$ cat src/rtl/sxp_pkg.sv
// Shared constants, types and the divisor decode for the serial expander.
// Assumes a 6-bit byte address space and a fixed 4-bit divisor code.
package sxp_pkg;

    localparam int ADDR_W = 6;
    localparam int DIV_W  = 11;
    localparam int IN_BASE = 8;

    localparam logic [ADDR_W-1:0] ADDR_CTRL  = 6'h28;
    localparam logic [ADDR_W-1:0] ADDR_CFG   = 6'h2A;
    localparam logic [ADDR_W-1:0] ADDR_PORTS = 6'h2B;

    localparam logic [1:0] MODE_CONTINUOUS = 2'b10;

    typedef enum logic [2:0] {
        ST_IDLE,
        ST_LOAD,
        ST_SHIFT,
        ST_LATCH,
        ST_GAP
    } scan_st_t;

    // Map a divisor select code to the number of system clocks per bit.
    function automatic logic [DIV_W-1:0] div_of(input logic [3:0] code);
        case (code)
            4'h5:    div_of = 11'd32;
            4'h6:    div_of = 11'd16;
            4'h7:    div_of = 11'd8;
            4'hC:    div_of = 11'd4;
            4'hD:    div_of = 11'd3;
            4'hE:    div_of = 11'd2;
            default: div_of = 11'd1024;
        endcase
    endfunction

endpackage

$ cat src/rtl/sxp_regs.sv
// Register file of the serial expander: output bytes, input bytes,
// control, clock configuration and byte counts. Reads are combinational.
// Assumes BANKS <= 8 so the input bytes fit below address 0x10.
module sxp_regs
    import sxp_pkg::*;
#(
    parameter int BANKS = 8,
    localparam int NB = 8 * BANKS
) (
    input  logic              clk,
    input  logic              rst_n,
    input  logic              we,
    input  logic [ADDR_W-1:0] addr,
    input  logic [7:0]        wdata,
    output logic [7:0]        rdata,
    input  logic              commit,
    input  logic [NB-1:0]     in_new,
    output logic [NB-1:0]     out_bits,
    output logic [NB-1:0]     in_bits,
    output logic              en,
    output logic [3:0]        div_code,
    output logic              clk_inv,
    output logic              strobe_inv,
    output logic [3:0]        out_cnt,
    output logic [3:0]        in_cnt
);

    logic [7:0] ctrl_r;
    logic [5:0] cfg_r;
    logic [7:0] ports_r;

    for (genvar b = 0; b < BANKS; b++) begin : g_bank
        logic [7:0] ob;
        logic [7:0] ib;

        // Output byte b: written by software only.
        always_ff @(posedge clk) begin
            if (!rst_n)
                ob <= '0;
            else if (we && addr == ADDR_W'(b))
                ob <= wdata;
        end

        // Input byte b: written only by a completed scan.
        always_ff @(posedge clk) begin
            if (!rst_n)
                ib <= '0;
            else if (commit)
                ib <= in_new[8*b +: 8];
        end

        assign out_bits[8*b +: 8] = ob;
        assign in_bits[8*b +: 8]  = ib;
    end

    // Control, clock configuration and count registers.
    always_ff @(posedge clk) begin
        if (!rst_n) begin
            ctrl_r  <= '0;
            cfg_r   <= '0;
            ports_r <= '0;
        end else if (we) begin
            if (addr == ADDR_CTRL)  ctrl_r  <= wdata;
            if (addr == ADDR_CFG)   cfg_r   <= wdata[5:0];
            if (addr == ADDR_PORTS) ports_r <= wdata;
        end
    end

    // Read multiplexer.
    always_comb begin
        rdata = '0;
        for (int b = 0; b < BANKS; b++) begin
            if (addr == ADDR_W'(b))           rdata = out_bits[8*b +: 8];
            if (addr == ADDR_W'(IN_BASE + b)) rdata = in_bits[8*b +: 8];
        end
        case (addr)
            ADDR_CTRL:  rdata = ctrl_r;
            ADDR_CFG:   rdata = {2'b00, cfg_r};
            ADDR_PORTS: rdata = ports_r;
            default:    ;
        endcase
    end

    assign en         = ctrl_r[7] && (ctrl_r[2:1] == MODE_CONTINUOUS);
    assign div_code   = cfg_r[3:0];
    assign clk_inv    = cfg_r[4];
    assign strobe_inv = cfg_r[5];
    assign out_cnt    = ports_r[7:4];
    assign in_cnt     = ports_r[3:0];

    p_in_hold_r10: assert property (@(posedge clk) disable iff (!rst_n)
        !commit |=> $stable(in_bits));

    p_ports_rb_r3: assert property (@(posedge clk) disable iff (!rst_n)
        (we && addr == ADDR_PORTS) |=> (ports_r == $past(wdata)));

endmodule

$ cat src/rtl/sxp_phase.sv
// Bit-period timer: counts 0..div-1 while run is high and reports the
// first and last cycle and whether the shift clock is in its active part.
// Assumes div >= 2 while run is high.
module sxp_phase
    import sxp_pkg::*;
(
    input  logic             clk,
    input  logic             rst_n,
    input  logic             run,
    input  logic [DIV_W-1:0] div,
    output logic             first,
    output logic             last,
    output logic             hi
);

    logic [DIV_W-1:0] cnt;

    // Free-running period counter, held at zero while not running.
    always_ff @(posedge clk) begin
        if (!rst_n || !run)
            cnt <= '0;
        else if (cnt == div - 1'b1)
            cnt <= '0;
        else
            cnt <= cnt + 1'b1;
    end

    assign first = (cnt == '0);
    assign last  = (cnt == div - 1'b1);
    assign hi    = (cnt >= div - (div >> 1));

    p_cnt_range_r5: assert property (@(posedge clk) disable iff (!rst_n)
        run |-> (cnt < div));

endmodule

$ cat src/rtl/sxp_scan.sv
// Scan sequencer: load strobe, bit shifting, latch strobe, gap, repeat.
// Configuration and output data are captured at the start of each scan.
// Input samples collect in a private copy that is committed at latch end.
module sxp_scan
    import sxp_pkg::*;
#(
    parameter int BANKS = 8,
    localparam int NB = 8 * BANKS,
    localparam int IW = $clog2(NB + 1),
    localparam int XW = $clog2(NB)
) (
    input  logic          clk,
    input  logic          rst_n,
    input  logic          en,
    input  logic [3:0]    div_code,
    input  logic [3:0]    out_cnt,
    input  logic [3:0]    in_cnt,
    input  logic          clk_inv,
    input  logic          strobe_inv,
    input  logic [NB-1:0] out_bits,
    input  logic [NB-1:0] in_cur,
    input  logic          ser_in,
    output logic          ser_out,
    output logic          shift_clk,
    output logic          load_strobe,
    output logic          commit,
    output logic [NB-1:0] in_bits
);

    scan_st_t         state;
    logic [DIV_W-1:0] div_q;
    logic [IW-1:0]    len_q, nout_q, nin_q, bit_q;
    logic [NB-1:0]    out_q, in_q;
    logic             first, last, hi, take;
    logic [3:0]       oc_c, ic_c, mx;
    logic [IW-1:0]    idx;

    sxp_phase u_phase (
        .clk   (clk),
        .rst_n (rst_n),
        .run   (state != ST_IDLE),
        .div   (div_q),
        .first (first),
        .last  (last),
        .hi    (hi)
    );

    // Clamp the byte counts and form the scan length.
    always_comb begin
        oc_c = (out_cnt > 4'(BANKS)) ? 4'(BANKS) : out_cnt;
        ic_c = (in_cnt  > 4'(BANKS)) ? 4'(BANKS) : in_cnt;
        mx   = (oc_c > ic_c) ? oc_c : ic_c;
        take = en && ((state == ST_IDLE) || (state == ST_GAP && last));
    end

    // Phase sequencing; clearing enable abandons the scan at once.
    always_ff @(posedge clk) begin
        if (!rst_n) begin
            state <= ST_IDLE;
            bit_q <= '0;
        end else if (!en) begin
            state <= ST_IDLE;
        end else begin
            case (state)
                ST_IDLE:  state <= ST_LOAD;
                ST_LOAD:  if (last) begin
                              state <= (len_q == '0) ? ST_LATCH : ST_SHIFT;
                              bit_q <= '0;
                          end
                ST_SHIFT: if (last) begin
                              if (bit_q == len_q - 1'b1) state <= ST_LATCH;
                              else                       bit_q <= bit_q + 1'b1;
                          end
                ST_LATCH: if (last) state <= ST_GAP;
                ST_GAP:   if (last) state <= ST_LOAD;
                default:  state <= ST_IDLE;
            endcase
        end
    end

    // Per-scan snapshot and input sample collection.
    always_ff @(posedge clk) begin
        if (!rst_n) begin
            div_q  <= 11'd1024;
            len_q  <= '0;
            nout_q <= '0;
            nin_q  <= '0;
            out_q  <= '0;
            in_q   <= '0;
        end else if (take) begin
            div_q  <= div_of(div_code);
            len_q  <= IW'({mx, 3'b000});
            nout_q <= IW'({oc_c, 3'b000});
            nin_q  <= IW'({ic_c, 3'b000});
            out_q  <= out_bits;
            in_q   <= in_cur;
        end else if (state == ST_SHIFT && first && bit_q < nin_q) begin
            in_q[bit_q[XW-1:0] ^ XW'(7)] <= ser_in;
        end
    end

    assign idx         = len_q - 1'b1 - bit_q;
    assign ser_out     = (state == ST_SHIFT) && (idx < nout_q) && out_q[idx[XW-1:0]];
    assign shift_clk   = clk_inv ^ (state == ST_SHIFT && hi);
    assign load_strobe = strobe_inv ^ (state == ST_LOAD || state == ST_LATCH);
    assign commit      = en && state == ST_LATCH && last;
    assign in_bits     = in_q;

    p_off_idle_r11: assert property (@(posedge clk) disable iff (!rst_n)
        !en |=> (state == ST_IDLE));

    p_bit_range_r8: assert property (@(posedge clk) disable iff (!rst_n)
        (state == ST_SHIFT) |-> (bit_q < len_q));

    p_shift_len_r7: assert property (@(posedge clk) disable iff (!rst_n)
        (state == ST_SHIFT) |-> (len_q != '0));

    p_commit_gap_r10: assert property (@(posedge clk) disable iff (!rst_n)
        commit |=> (state == ST_GAP || state == ST_IDLE));

endmodule

$ cat src/rtl/serial_io_expander.sv
// Top level of the serial GPIO expander: register file plus scan sequencer.
// Assumes a single clock domain; the external chains are clocked by shift_clk.
module serial_io_expander
    import sxp_pkg::*;
#(
    parameter int BANKS = 8,
    localparam int NB = 8 * BANKS
) (
    input  logic              clk,
    input  logic              rst_n,
    input  logic              reg_we,
    input  logic [ADDR_W-1:0] reg_addr,
    input  logic [7:0]        reg_wdata,
    output logic [7:0]        reg_rdata,
    output logic              ser_out,
    input  logic              ser_in,
    output logic              shift_clk,
    output logic              load_strobe
);

    logic          en, clk_inv, strobe_inv, commit;
    logic [3:0]    div_code, out_cnt, in_cnt;
    logic [NB-1:0] out_bits, in_bits, in_new;

    sxp_regs #(.BANKS(BANKS)) u_regs (
        .clk        (clk),
        .rst_n      (rst_n),
        .we         (reg_we),
        .addr       (reg_addr),
        .wdata      (reg_wdata),
        .rdata      (reg_rdata),
        .commit     (commit),
        .in_new     (in_new),
        .out_bits   (out_bits),
        .in_bits    (in_bits),
        .en         (en),
        .div_code   (div_code),
        .clk_inv    (clk_inv),
        .strobe_inv (strobe_inv),
        .out_cnt    (out_cnt),
        .in_cnt     (in_cnt)
    );

    sxp_scan #(.BANKS(BANKS)) u_scan (
        .clk         (clk),
        .rst_n       (rst_n),
        .en          (en),
        .div_code    (div_code),
        .out_cnt     (out_cnt),
        .in_cnt      (in_cnt),
        .clk_inv     (clk_inv),
        .strobe_inv  (strobe_inv),
        .out_bits    (out_bits),
        .in_cur      (in_bits),
        .ser_in      (ser_in),
        .ser_out     (ser_out),
        .shift_clk   (shift_clk),
        .load_strobe (load_strobe),
        .commit      (commit),
        .in_bits     (in_new)
    );

endmodule

$ cat config.mk
export PLATFORM = sky130hd
export DESIGN_NAME = serial_io_expander
export DESIGN_NICKNAME = d
export VERILOG_FILES = /design/src/rtl/sxp_pkg.sv /design/src/rtl/sxp_regs.sv /design/src/rtl/sxp_phase.sv /design/src/rtl/sxp_scan.sv /design/src/rtl/serial_io_expander.sv
export SDC_FILE = /design/constraint.sdc
export NUM_CORES = 1
export LEC_CHECK = 0
export ABC_AREA = 0
export BUFFER_PORTS_ARGS = -buffer_cell sky130_fd_sc_hd__buf_2
export CAP_MARGIN = 20
export CORE_MARGIN = 5
export CORE_UTILIZATION = 45
export CTS_CLUSTER_DIAMETER = 100
export DETAILED_ROUTE_END_ITERATION = 10
export SYNTH_ARGS = -nofsm -noshare
export SYNTH_HDL_FRONTEND = slang
export SYNTH_SLANG_ARGS = --single-unit
$ cat constraint.sdc
create_clock -name clk -period 3.55 [get_ports clk]
set_input_delay 0.5325 -clock clk [delete_from_list [all_inputs] [get_ports clk]]
set_output_delay 0.5325 -clock clk [all_outputs]
set_load 0.02 [all_outputs]
* Yosys cells after proc, flatten, opt, wreduce, memory -nomap -nowiden
Cells that the tools add are included.
** Word-level totals
- Register bits :: 322
- Output and inout bits :: 11
** Cells by class
- $add $sub $neg :: 6
- Magnitude comparators :: 9
- Equal/unequal tests :: 37
- Muxes and demuxes :: 39
- Bitwise logic cells :: 3
- Reduce and logical (&&, ||, !) cells :: 38
** Operator list (number)
- $mux W64 :: 2
- $mux W8 :: 16
- $pmux W11 S6 :: 1
- $bwmux W64 :: 1
- $eq A6 B4 Y1 const B :: 8
- $eq A6 B3 Y1 const B :: 4
- $pmux W8 S3 :: 1
- $mux W7 :: 3
- $logic_and A1 B1 Y1 :: 19
- $eq A6 B6 Y1 const B :: 3
- $mux W3 :: 5
- $pmux W3 S5 :: 1
- $lt A6 B7 Y1 const B :: 2
- $lt A7 B7 Y1 :: 2
- $pmux W7 S2 :: 1
- $eq A4 B3 Y1 const B :: 3
- $eq A4 B4 Y1 const B :: 3
- $eq A6 B2 Y1 const B :: 2
- $mux W4 :: 3
- $add A11 B1 Y11 const B :: 1
- $eq A11 B11 Y1 :: 1
- $ge A11 B11 Y1 :: 1
- $logic_not A11 Y1 :: 1
- $sub A11 B1 Y11 const B :: 1
- 30 further kinds :: 47

* Logic depth before layout (Yosys ltp)
- Depth after elaboration :: 18
- Mapped depth :: 14

* By module
Synthesis repeated with hierarchy kept, for this count alone.
** Unflattened totals
- Cell total of the unflattened synthesis :: 2019
- Area total of the unflattened synthesis :: 17296.6 um2
** By module, submodules not included
- sxp_scan :: times used 1, cells an instance 1035, area each 8315.5 um2, sequential area each 3143.0 um2
- sxp_regs :: times used 1, cells an instance 768, area each 7248.2 um2, sequential area each 3002.9 um2
- sxp_phase :: times used 1, cells an instance 216, area each 1732.9 um2, sequential area each 220.2 um2

* Worst setup path after synthesis
Ideal clock, no wire load.
- Kind :: reg-to-output
- Start point :: reg u_scan.div_q[2]
- End point :: out shift_clk
- Arrival time :: 2.664 ns
- Required time :: 3.017 ns
- Slack :: 0.353 ns
- Stages on the path, launching flop included :: 15
- Path buffers :: 0
- Cells stage by stage :: dfxtp_1 -> inv_1 -> ha_1 -> o21ba_2 -> o21bai_1 -> a21oi_1 -> nor2_1 -> or3_1 -> and2_1 -> ha_1 -> o21a_1 -> o2111ai_1 -> a21o_1 -> a21oi_1 -> nand3b_1
** On the way
- Longest elaborated chain between the ends :: 4
** Ends and longest elaborated chain
- start, declared :: RTL line sxp_scan.sv:31 : logic [DIV_W-1:0] div_q;
- start signal, assigned :: RTL line sxp_scan.sv:91 : div_q <= div_of(div_code);
- $sub A11 B10 Y11 :: RTL line sxp_phase.sv:30 : assign hi = (cnt >= div - (div >> 1));
- $ge A11 B11 Y1 :: RTL line sxp_phase.sv:30
- $logic_and A1 B1 Y1 :: RTL line sxp_scan.sv:104 : assign shift_clk = clk_inv ^ (state == ST_SHIFT && hi);
- $xor A1 B1 Y1 :: RTL line sxp_scan.sv:104
- end, declared :: RTL line serial_io_expander.sv:17 : output logic shift_clk,
Every way passes these cells.

* Worst setup path after layout
- Start point :: reg u_scan.div_q[1]
- End point :: out shift_clk
The elaborated chain is that of the path after synthesis.

==> impl_metrics.csv <==
group,metric,value,unit
synth,yosys.area.top_type,"dfxtp_1",
global_routing,grt_first_pass_wirelength,82800,microns
synth,synth_warnings,0,
pwr,power_density,426,mW/mm^2
routing,routed_wl,53900,microns
synth,ys_ff_latch,318,
finish,layout-drive-gt1-share,12.7,%
die,core,0.0354,sq mm
die,rows,69,
synth,synth_area_leaders,"dfxtp_1 (40%), mux2i_1 (12%), nand2_1 (7.1%)",
job,drv_cap,0,
placed_design,post-place-ws,158,ps
routing,drc_errors,0,
synth,synth_edf_count,0,
pwr,total_power,7.84,mW
setup_path,start_kind,"register",
die,dieArea,0.0396,sq mm
finish,area_growth,14.5,%
timing,worst_clock_skew,16.5,ps
setup_path,critPathRequiredTime,3020,ps
synth,syn_nets,2020,
die,die_y,199,microns
clocking,clk_pin_slew,60,ps
timing,relSlewSlack,32.4,%
setup_path,path_max_fanout,4,
die,pin_count,29,
timing,setup_tns,-208,ps
synth,ys.flop_type,"dfxtp_1",
timing,fmax,266,MHz
clocking,htree_levels,2,
die,die_x,199,microns
clocking,cts_tree,"yes",
clocking,cts.sinks,318,
timing,fin_crit_sh,106,%
placed_design,dpl.hpwl,37100,microns
pwr,p_leak,6.72,nW
timing,worst_slew_pin_slew,1010,ps
setup_path,worstSetupEndpointType,"output pin",
routing,drt_iter0_markers,1174,
finish,layout_common_cells,"dfxtp_1 (311), nand2_1 (302), nor2_1 (216)",
synth,synth_cells,1961,
global_routing,grt-ovfl-total,0,
synth,syn_area,0.0161,sq mm
finish,fin_nets,2017,
synth,async_flop_share,0,%
outcome,violations,"negative setup slack",
routing,wl_per_cell,22.0,microns
timing,rsz0062_at_grt,"yes",
timing,min_period,3760,ps
synth,synth_top_area_share,39.6,%
global_routing,grt_max_degree,129,
synth,yosysSeqAreaShare,39.6,%
routing,ant_nets,0,
synth,ys_types,78,
min_path,min_path_type,"input pin to register",
clocking,clk_latency,530,ps
global_routing,grt_pass1_vias,13800,
placed_design,io_buffers,28,
die,initial_core_util,45.4,%
outcome,status,"finished with violations",
routing,viasPerCell,5.94,
finish,fillers,3462,
timing,maxSlewViolCount,0,
placed_design,gp_congestion,1.01,
routing,first_pass_iters,5,
timing,setup_violations,1,
clocking,cts.path.max_buffers,3,
timing,hold_viol,0,
routing,vias,14600,
global_routing,grt_use_total,26.6,%
setup_path,critPathKind,"register to output pin",
global_routing,antenna_found_initial,0,
timing,worst_slack,-208,ps
clocking,cts_hold_buf,0,
finish,utilization,51.9,%
finish,final_common_cell,"dfxtp_1",
clocking,cts.root.buffer_cell,"clkbuf_16",
synth,syn_area_per_cell,8.19,sq um
setup_path,critical_path_arrival,3230,ps
clocking,numCtsBuffers,37,
pwr,vdd_drop_max,0.404,mV
[layout make-up]
cell class | instances | area (sq um) | share of cell area [%]
multi-input cells | 1449 | 9120 | 49.6
flip-flops and latches | 318 | 6370 | 34.7
clock buffers | 54 | 1110 | 6.05
repair buffers | 115 | 897 | 4.88
well taps | 461 | 577 | 3.14
clock inverters | 14 | 160 | 0.871
inverters | 37 | 146 | 0.796
diodes | 1 | 2.50 | 0.0136
[kinds of logic (layout without fill, tap and decap cells)]
group           after synthesis  after routing  share of synthesized area [%]
compound gates              446            446                           16.7
simple gates                717            717                           19.7
mux                         216            216                           14.3
fa+ha+maj                    41             41                           3.24
flops                       318            318                           39.6
other cells                   0              1                              0
xor+xnor                     29             29                           1.75
buf+inv                     194            220                           4.73
[routing by layer]
metal  wire length [microns]  vias to the layer above  global-route usage, %
li1                        -                     6874                      -
met1                   23700                     7065                   36.9
met2                   25000                      518                   43.1
met3                    3850                       96                   4.61
met4                    1360                        0                   7.24
met5                       0                        -                      0
[sequential cells by signal, indices dropped and copies added, names as in the netlist, 6 cells and up]
| name | cells |
|---|---|
| u_regs.g_bank.ib | 64 |
| u_regs.g_bank.ob | 64 |
| u_scan.in_bits | 64 |
| u_scan.out_q | 64 |
| u_scan.u_phase.cnt | 11 |
| u_regs.ctrl_r | 8 |
| u_regs.ports_r | 8 |
| u_scan.bit_q | 7 |
| u_scan.div_q | 7 |
| u_regs.cfg_r | 6 |
[worst max-delay path: stages, from the launching register on]
cell       delay (ps)
dfxtp_2           360
inv_2              60
ha_4              260
o21ba_4           140
o21bai_4           60
a21oi_2           130
nor2_1             60
or3_4             380
and2_4            160
ha_4              230
o21a_1            200
o2111ai_2         170
a21o_1            130
a21oi_1            60
nand3b_1          160
buf_6             140
[per-stage QoR]
step | hold WS [ps] | cell area, sq um | cells
after detailed placement | 446 | 16900 | 2375
after global placement | 440 | 16900 | 2375
after floorplan | 432 | 16100 | 1961
after global routing | 385 | 18400 | 2448
final | 370 | 18400 | 2449
after CTS | 344 | 18400 | 2448
[cells in the mapped netlist, drive strengths merged (16+ instances only)]
| cell type | n |
|---|---|
| buf | 33 |
| nor2 | 219 |
| inv | 36 |
| a21oi | 211 |
| clkbuf | 124 |
| nand2 | 302 |
| ha | 40 |
| mux2i | 195 |
| nor3 | 26 |
| a22oi | 16 |
| o21ai | 103 |
| nand3 | 59 |
| dfxtp | 318 |
[final timing paths]
kind	startpoint	to	slack, ps	cells after the start
worst max-delay path	u_scan.div_q[1]	shift_clk	-210	15
worst min-delay path	reg_we	u_regs.g_bank[3].ob[1]	370	3
worst max register to register	u_scan.div_q[1]	u_scan.bit_q[2]	480	9
worst min register to register	u_scan.out_q[46]	u_scan.out_q[46]	450	2
[power breakdown]
group	switching, mW	internal [mW]
Sequential	0.00479	3.57
Combinational	0.227	0.0762
Clock	1.56	2.40
[timing repair]
item | CTS | global route
hold endpoints to repair | 0 | 0
gates resized for setup | 38 | 5
endpoints found under the setup margin | 2 | 2
pin swaps | 12 | 11
buffers inserted | 5 | 0
No activity file was read; power rests on OpenSTA's default activity.
